[config.mk]
export PLATFORM = sky130hd
export DESIGN_NAME = rtc_bcd_clock
export DESIGN_NICKNAME = d
export VERILOG_FILES = /design/src/rtl/rtc_bcd_pkg.sv /design/src/rtl/rtc_unlock_gate.sv /design/src/rtl/rtc_time_cnt.sv /design/src/rtl/rtc_date_cnt.sv /design/src/rtl/rtc_bcd_clock.sv
export SDC_FILE = /design/constraint.sdc
export NUM_CORES = 1
export LEC_CHECK = 0
export BUFFER_PORTS_ARGS = -buffer_cell sky130_fd_sc_hd__buf_4
export CAP_MARGIN = 10
export CELL_PAD_IN_SITES_DETAIL_PLACEMENT = 1
export CELL_PAD_IN_SITES_GLOBAL_PLACEMENT = 2
export CORE_ASPECT_RATIO = 0.6
export CORE_MARGIN = 2
export CORE_UTILIZATION = 24
export DETAILED_ROUTE_END_ITERATION = 10
export PLACE_DENSITY = 0.82
export SLEW_MARGIN = 0
export SYNTH_ARGS = -nofsm -noshare
export SYNTH_HDL_FRONTEND = slang
export SYNTH_SLANG_ARGS = --single-unit
[constraint.sdc]
create_clock -name clk -period 3.7 [get_ports clk]
set_input_delay 0.185 -clock clk [delete_from_list [all_inputs] [get_ports clk]]
set_output_delay 0.185 -clock clk [all_outputs]
set_load 0.05 [all_outputs]
[src/rtl/rtc_bcd_pkg.sv]
package rtc_bcd_pkg;

  typedef struct packed {
    logic [1:0] h10;   // bit 1 doubles as PM flag in 12-hour form
    logic [3:0] h1;
    logic [2:0] m10;
    logic [3:0] m1;
    logic [2:0] s10;
    logic [3:0] s1;
  } clk_time_t;

  typedef struct packed {
    logic [3:0] y10;
    logic [3:0] y1;
    logic       mo10;
    logic [3:0] mo1;
    logic [1:0] d10;
    logic [3:0] d1;
  } clk_date_t;

  function automatic logic year_is_leap(input logic [3:0] y10, input logic [3:0] y1);
    if (y10[0]) return (y1 == 4'd2) || (y1 == 4'd6);
    else        return (y1 == 4'd0) || (y1 == 4'd4) || (y1 == 4'd8);
  endfunction

  function automatic logic [5:0] days_in_month(input logic [4:0] mon, input logic leap);
    case (mon)
      5'd2:                      return leap ? 6'd29 : 6'd28;
      5'd4, 5'd6, 5'd9, 5'd11:   return 6'd30;
      default:                   return 6'd31;
    endcase
  endfunction

endpackage

[src/rtl/rtc_unlock_gate.sv]
module rtc_unlock_gate #(
  parameter int          KEY_W = 32,
  parameter logic [31:0] KEY   = 32'hA5EB1357
) (
  input  logic             clk,
  input  logic             rst,
  input  logic             key_wr,
  input  logic [KEY_W-1:0] key_wdata,
  output logic             active_o
);
  localparam logic [KEY_W-1:0] KEY_VAL = KEY[KEY_W-1:0];

  always_ff @(posedge clk) begin
    if (rst)                                active_o <= 1'b0;
    else if (key_wr && key_wdata == KEY_VAL) active_o <= 1'b1;
  end

  AST_ACTIVE_STICKY: assert property (@(posedge clk) disable iff (rst)
    active_o |=> active_o);
  AST_KEY_OPENS: assert property (@(posedge clk) disable iff (rst)
    (key_wr && key_wdata == KEY_VAL) |=> active_o);
endmodule

[src/rtl/rtc_time_cnt.sv]
module rtc_time_cnt
  import rtc_bcd_pkg::*;
(
  input  logic      clk,
  input  logic      rst,
  input  logic      tick_i,
  input  logic      fmt_24h,
  input  logic      load_i,
  input  clk_time_t load_val,
  output clk_time_t cur,
  output logic      day_carry_o
);
  clk_time_t nxt;
  logic sec_max, min_max, roll_day, pm;

  always_comb begin
    nxt      = cur;
    roll_day = 1'b0;
    pm       = cur.h10[1];
    sec_max  = (cur.s10 == 3'd5) && (cur.s1 == 4'd9);
    min_max  = (cur.m10 == 3'd5) && (cur.m1 == 4'd9);
    if (cur.s1 == 4'd9) begin
      nxt.s1  = 4'd0;
      nxt.s10 = (cur.s10 == 3'd5) ? 3'd0 : cur.s10 + 3'd1;
    end else begin
      nxt.s1 = cur.s1 + 4'd1;
    end
    if (sec_max) begin
      if (cur.m1 == 4'd9) begin
        nxt.m1  = 4'd0;
        nxt.m10 = (cur.m10 == 3'd5) ? 3'd0 : cur.m10 + 3'd1;
      end else begin
        nxt.m1 = cur.m1 + 4'd1;
      end
    end
    if (sec_max && min_max) begin
      if (fmt_24h) begin
        if (cur.h10 == 2'd2 && cur.h1 == 4'd3) begin
          nxt.h10 = 2'd0; nxt.h1 = 4'd0; roll_day = 1'b1;
        end else if (cur.h1 == 4'd9) begin
          nxt.h10 = cur.h10 + 2'd1; nxt.h1 = 4'd0;
        end else begin
          nxt.h1 = cur.h1 + 4'd1;
        end
      end else begin
        if (cur.h10[0] && cur.h1 == 4'd1) begin
          nxt.h10 = {~pm, 1'b1}; nxt.h1 = 4'd2; roll_day = pm;
        end else if (cur.h10[0] && cur.h1 == 4'd2) begin
          nxt.h10 = {pm, 1'b0}; nxt.h1 = 4'd1;
        end else if (cur.h1 == 4'd9) begin
          nxt.h10 = {pm, 1'b1}; nxt.h1 = 4'd0;
        end else begin
          nxt.h1 = cur.h1 + 4'd1;
        end
      end
    end
  end

  assign day_carry_o = tick_i & ~load_i & roll_day;

  always_ff @(posedge clk) begin
    if (rst)         cur <= '0;
    else if (load_i) cur <= load_val;
    else if (tick_i) cur <= nxt;
  end

  AST_TIME_HOLD: assert property (@(posedge clk) disable iff (rst)
    (!tick_i && !load_i) |=> $stable(cur));
  AST_SEC_WRAP: assert property (@(posedge clk) disable iff (rst)
    (tick_i && !load_i && cur.s10 == 3'd5 && cur.s1 == 4'd9) |=> (cur.s10 == 3'd0 && cur.s1 == 4'd0));
  AST_HR24_WRAP: assert property (@(posedge clk) disable iff (rst)
    (tick_i && !load_i && fmt_24h && cur.h10 == 2'd2 && cur.h1 == 4'd3 && sec_max && min_max)
    |=> (cur == '0));
  AST_PM_FLIP: assert property (@(posedge clk) disable iff (rst)
    (tick_i && !load_i && !fmt_24h && cur.h10[0] && cur.h1 == 4'd1 && sec_max && min_max)
    |=> (cur.h10[1] != $past(cur.h10[1])));
endmodule

[src/rtl/rtc_date_cnt.sv]
module rtc_date_cnt
  import rtc_bcd_pkg::*;
#(
  parameter int WDAY_W    = 3,
  parameter int WDAY_LAST = 6
) (
  input  logic              clk,
  input  logic              rst,
  input  logic              day_adv,
  input  logic              cal_load,
  input  clk_date_t         cal_val,
  input  logic              wday_load,
  input  logic [WDAY_W-1:0] wday_val,
  output clk_date_t         date,
  output logic [WDAY_W-1:0] wday_o,
  output logic              leap_o
);
  localparam logic [WDAY_W-1:0] WD_LAST = WDAY_LAST[WDAY_W-1:0];
  localparam clk_date_t DATE_RST = '{y10: 4'd0, y1: 4'd0, mo10: 1'b0, mo1: 4'd1, d10: 2'd0, d1: 4'd1};

  clk_date_t nxt;
  logic [4:0] mon_bin;
  logic [5:0] day_bin, last_day;

  assign leap_o = year_is_leap(date.y10, date.y1);

  always_comb begin
    nxt      = date;
    mon_bin  = date.mo10 ? 5'd10 + {1'b0, date.mo1} : {1'b0, date.mo1};
    day_bin  = {4'd0, date.d10} * 6'd10 + {2'd0, date.d1};
    last_day = days_in_month(mon_bin, leap_o);
    if (day_bin >= last_day) begin
      nxt.d10 = 2'd0; nxt.d1 = 4'd1;
      if (mon_bin >= 5'd12) begin
        nxt.mo10 = 1'b0; nxt.mo1 = 4'd1;
        if (date.y1 == 4'd9) begin
          nxt.y1  = 4'd0;
          nxt.y10 = (date.y10 == 4'd9) ? 4'd0 : date.y10 + 4'd1;
        end else begin
          nxt.y1 = date.y1 + 4'd1;
        end
      end else if (date.mo1 == 4'd9) begin
        nxt.mo10 = 1'b1; nxt.mo1 = 4'd0;
      end else begin
        nxt.mo1 = date.mo1 + 4'd1;
      end
    end else if (date.d1 == 4'd9) begin
      nxt.d10 = date.d10 + 2'd1; nxt.d1 = 4'd0;
    end else begin
      nxt.d1 = date.d1 + 4'd1;
    end
  end

  always_ff @(posedge clk) begin
    if (rst)           date <= DATE_RST;
    else if (cal_load) date <= cal_val;
    else if (day_adv)  date <= nxt;
  end

  always_ff @(posedge clk) begin
    if (rst)            wday_o <= '0;
    else if (wday_load) wday_o <= wday_val;
    else if (day_adv)   wday_o <= (wday_o >= WD_LAST) ? '0 : wday_o + 1'b1;
  end

  AST_WDAY_WRAP: assert property (@(posedge clk) disable iff (rst)
    (day_adv && !wday_load && wday_o == WD_LAST) |=> (wday_o == '0));
  AST_FEB29_END: assert property (@(posedge clk) disable iff (rst)
    (day_adv && !cal_load && mon_bin == 5'd2 && day_bin == 6'd29)
    |=> (date.d10 == 2'd0 && date.d1 == 4'd1 && date.mo10 == 1'b0 && date.mo1 == 4'd3));
endmodule

[src/rtl/rtc_bcd_clock.sv]
module rtc_bcd_clock
  import rtc_bcd_pkg::*;
#(
  parameter int          KEY_W      = 32,
  parameter logic [31:0] UNLOCK_KEY = 32'hA5EB1357,
  parameter int          WDAY_W     = 3,
  parameter int          WDAY_LAST  = 6
) (
  input  logic              clk,
  input  logic              rst,
  input  logic              sec_pulse,
  input  logic              fmt_24h,
  input  logic              time_wr,
  input  logic [31:0]       time_wdata,
  input  logic              cal_wr,
  input  logic [31:0]       cal_wdata,
  input  logic              wday_wr,
  input  logic [WDAY_W-1:0] wday_wdata,
  input  logic              key_wr,
  input  logic [KEY_W-1:0]  key_wdata,
  output logic [31:0]       time_q,
  output logic [31:0]       cal_q,
  output logic [WDAY_W-1:0] wday_q,
  output logic              leap_q,
  output logic              active_q
);
  clk_time_t t_load, t_cur;
  clk_date_t c_load, c_cur;
  logic      tick, day_carry;

  wire unused_wbits = ^{time_wdata[31:22], time_wdata[15], time_wdata[7],
                        cal_wdata[31:24], cal_wdata[15:13], cal_wdata[7:6]};

  assign t_load = '{h10: time_wdata[21:20], h1: time_wdata[19:16], m10: time_wdata[14:12],
                    m1: time_wdata[11:8], s10: time_wdata[6:4], s1: time_wdata[3:0]};
  assign c_load = '{y10: cal_wdata[23:20], y1: cal_wdata[19:16], mo10: cal_wdata[12],
                    mo1: cal_wdata[11:8], d10: cal_wdata[5:4], d1: cal_wdata[3:0]};

  assign tick = active_q & sec_pulse;

  rtc_unlock_gate #(.KEY_W(KEY_W), .KEY(UNLOCK_KEY)) u_gate (
    .clk(clk), .rst(rst), .key_wr(key_wr), .key_wdata(key_wdata), .active_o(active_q));

  rtc_time_cnt u_time (
    .clk(clk), .rst(rst), .tick_i(tick), .fmt_24h(fmt_24h), .load_i(time_wr),
    .load_val(t_load), .cur(t_cur), .day_carry_o(day_carry));

  rtc_date_cnt #(.WDAY_W(WDAY_W), .WDAY_LAST(WDAY_LAST)) u_date (
    .clk(clk), .rst(rst), .day_adv(day_carry), .cal_load(cal_wr), .cal_val(c_load),
    .wday_load(wday_wr), .wday_val(wday_wdata), .date(c_cur), .wday_o(wday_q), .leap_o(leap_q));

  assign time_q = {10'd0, t_cur.h10, t_cur.h1, 1'b0, t_cur.m10, t_cur.m1, 1'b0, t_cur.s10, t_cur.s1};
  assign cal_q  = {8'd0, c_cur.y10, c_cur.y1, 3'd0, c_cur.mo10, c_cur.mo1, 2'd0, c_cur.d10, c_cur.d1};
endmodule

==> results.tsv <==
stage	metric	value	unit
outcome	outcome	completed	
worst_setup_path	CP endpoint kind	register	
power	Pwr Density	320	nW/um^2
route	# DRC	0	
power	LEAKAGE	1.93	nW
floorplan	die height	95.3	um
timing	final hold slack	0.114	ns
placement	GP Congestion	0.753	
cts	Max clock buf depth	2	
timing	Slew Viols, Final	0	
route	via count	3632	
grt	global route overflow	0	
power	Max VDD drop	115	uV
route	Pre-antenna DRT Iters	4	
flow_run	max_cap viols	0	
cells_and_area	Syn-to-layout area delta	34.5	%
grt	vias in the first global route	3667	
floorplan	io pins	176	
worst_setup_path	crit-path cells	ha_1, a21oi_2, o21ai_0, o22ai_1, a31oi_1, ha_1, nand2b_1, a21oi_4, o41ai_2, or2_2, or4_1, a221oi_1	
route	Post-Route WL	12.1	mm
timing	fin crit share	91.4	%
worst_setup_path	Critical Path RT	3.89	ns
cells_and_area	fin nets	671	
grt	initial antenna violation count	0	
cells_and_area	post-layout instance area	4490	sq um
timing	worst slew pin tran	0.613	ns
logic_synthesis	ranking of synthesized cells by area	dfxtp_1 (26%), buf_4 (5.6%), nor2_1 (5.3%)	
timing	setup TNS	0	ns
logic_synthesis	Mean Syn Cell Area	7.53	sq um
cts	clock latency at the later pin of the worst-skew pair	0.29	ns
cts	hold_buf cts	0	
logic_synthesis	Yosys cell types	69	
grt	Total GRT Usage	16.1	%
logic_synthesis	Post-synth ARST share	0	%
timing	final setup fails	0	
worst_setup_path	CP startpoint	u_date.date[7]	
cts	clock-pin slew on the worst setup and hold paths	0.07	ns
timing	Layout Skew	0.00794	ns
logic_synthesis	mux contribution to synthesized area	1.80	%
worst_setup_path	CP top delay family	compound AO/OA/AOI/OAI gates	
worst_setup_path	critical path arrival	3.57	ns
cells_and_area	share of cells above drive strength 1	27.4	%
logic_synthesis	register bit total from synthesis	43	
logic_synthesis	post-synth top area share	25.8	%
logic_synthesis	largest family of logic cells by synthesized area	simple AND/OR/NAND/NOR gates	
cells_and_area	commonest cells after routing, fill and taps aside	buf_4 (126), nor2_1 (46), dfxtp_1 (41)	
route	ANT nets after route	0	
grt	pin count of the biggest net entering global routing	48	
cells_and_area	Fillers	1681	
cells_and_area	post-route core utilization	32.9	%
logic_synthesis	post-synth top area cell	dfxtp_1	
logic_synthesis	Synth Area in XOR/XNOR	3.15	%
logic_synthesis	complex-gate fraction of the synthesized area	23.4	%
cts	clock tree root driver cell	clkbuf_16	
cts	H-tree depth	2	
worst_setup_path	CP Buf/Inv Count	0	
logic_synthesis	Adder-Cell Fraction of Synth Area	5.10	%
route	Iter 0 DRT Violations	130	
timing	Max Clock Freq	0.296	GHz
worst_hold_path	hold_sp	cal_wdata[0]	
worst_setup_path	Worst Path Max Fanout	7	
placement	hpwl dp	9.23	mm
logic_synthesis	simple-gate portion of the synthesized area	29.9	%
placement	Post-Place Cell Area	4320	sq um
timing	Relative slew margins	58.9	%
timing	Tmin final	3.38	ns
cells_and_area	commonest non-fill, non-tap cell in the layout	buf_4	
logic_synthesis	dominant synthesized flop cell	dfxtp_1	
grt	first-pass GRT wire length	19.0	mm
timing	Hold Fails Final Rpt	0	
route	WL/cell	16.6	um
worst_setup_path	reg2reg start	u_date.date[7]	
cells_and_area	final non-filler cell total	727	
cts	CTS tree	built	
worst_setup_path	Crit Path Category	reg -> reg	
cts	clock sinks	43	
floorplan	core area	13600	sq um
worst_setup_path	CP dominant cell by count	ha_1	
logic_synthesis	Syn. warnings	0	
worst_setup_path	Slowest-stage cell, CP	or4_1	
worst_setup_path	CP peak stage delay	0.52	ns
worst_setup_path	reg2reg setup slack	0.32	ns
cts	total CTS buffers	5	
placement	I/O Buffers	125	
logic_synthesis	synthesized cell area	3340	sq um
placement	Cell Count Post-Placement	719	
logic_synthesis	EDFF count, synth	0	
logic_synthesis	Gate Count Post-Synth	443	
floorplan	row count	33	
cells_and_area	Antenna diodes	0	
timing	RSZ-0062 raised after global routing	no	
floorplan	Initial Utilization	24.5	%
cts	post-CTS setup buffer count	0	
cts	PostCTS Resize Cnt	0	
worst_hold_path	Hold Path Class	in -> reg	
worst_setup_path	critical path launch point type	register	
logic_synthesis	sequential area share after synthesis	25.8	%
floorplan	die area	14900	sq um
floorplan	die span in x	156	um
route	vias per inst	5.00	
[registers in the layout (all words and copies together), names as in the netlist]
| register | flops |
|---|---|
| u_date.date | 19 |
| u_date.wday_o | 3 |
| u_gate.active_o | 1 |
| u_time.cur | 20 |
[where the power goes]
group	switching (W)	internal, W
registers	0.0000507	0.000490
clock network	0.000197	0.000251
logic	0.000285	0.000162
total	0.000533	0.000902
[cell type report]
class	instances	area [sq um]	area share, %
well taps	175	219	4.88
flip-flops and latches	43	863	19.2
repair buffers	126	946	21.1
clock buffers	7	133	2.96
inverters	20	75.1	1.67
clock inverters	1	5.00	0.112
multi-input cells	355	2250	50.1
[cells in the mapped netlist, types with 3 or more instances]
cell and n:
nor2_1 47, dfxtp_1 43, nand2_1 34, a21oi_1 29, nor3_1 26, buf_4 25
o21ai_0 23, inv_1 20, clkbuf_1 18, nor2b_1 14, ha_1 12, nand3_1 11
a211oi_1 10, xor2_1 7, a221oi_1 6, a31oi_1 6, mux2i_1 6, and3_1 5
nand3b_1 5, xnor2_1 5, a32oi_1 4, nor3b_1 4, o211ai_1 4, o31ai_1 4
or3_1 4, a211o_1 3, buf_1 3, buf_2 3, nand2b_1 3, nand4b_1 3
nor4bb_1 3, o22ai_1 3, o41ai_1 3
[per-stage QoR]
stage	setup slack [ns]	total power [W]
2_1_floorplan	0.0491	0.000852
3_3_place_gp	0.255	0.000980
3_5_place_dp	0.141	0.000992
4_1_cts	0.0883	0.00145
5_1_grt	0.0505	0.00152
6_report	0.317	0.00144
[logic make-up (layout without fill, tap and decap cells)]
group,after synthesis,after routing
AO/OA/AOI/OAI,116,116
multiplexers,6,6
AND/OR/NAND/NOR,183,183
adder cells (fa/ha/maj),13,13
XOR/XNOR,12,12
flip-flops,43,43
other,1,25
buffers and inverters,69,154
[metal layers]
layer,global-route usage (%),share of wire (%)
met5,0,0
met4,3.06,0.59
met3,3.59,4.1
met2,25.1,43
met1,23.0,52
[worst min-delay path, delay by kind of cell]
family,cells,cell delay [ns]
buffers and inverters,1,0.08
AOI/OAI and AO/OA,1,0.05
and+or+nand+nor,1,0.05
[worst paths after layout]
| kind | to | cells past startpoint |
|---|---|---|
| setup / recovery | u_date.date[1] | 12 |
| hold / removal | u_date.date[0] | 3 |
| setup reg to reg | u_date.date[1] | 12 |
| hold reg to reg | u_gate.active_o | 2 |
Note: power is estimated with default switching activity, not from simulation.
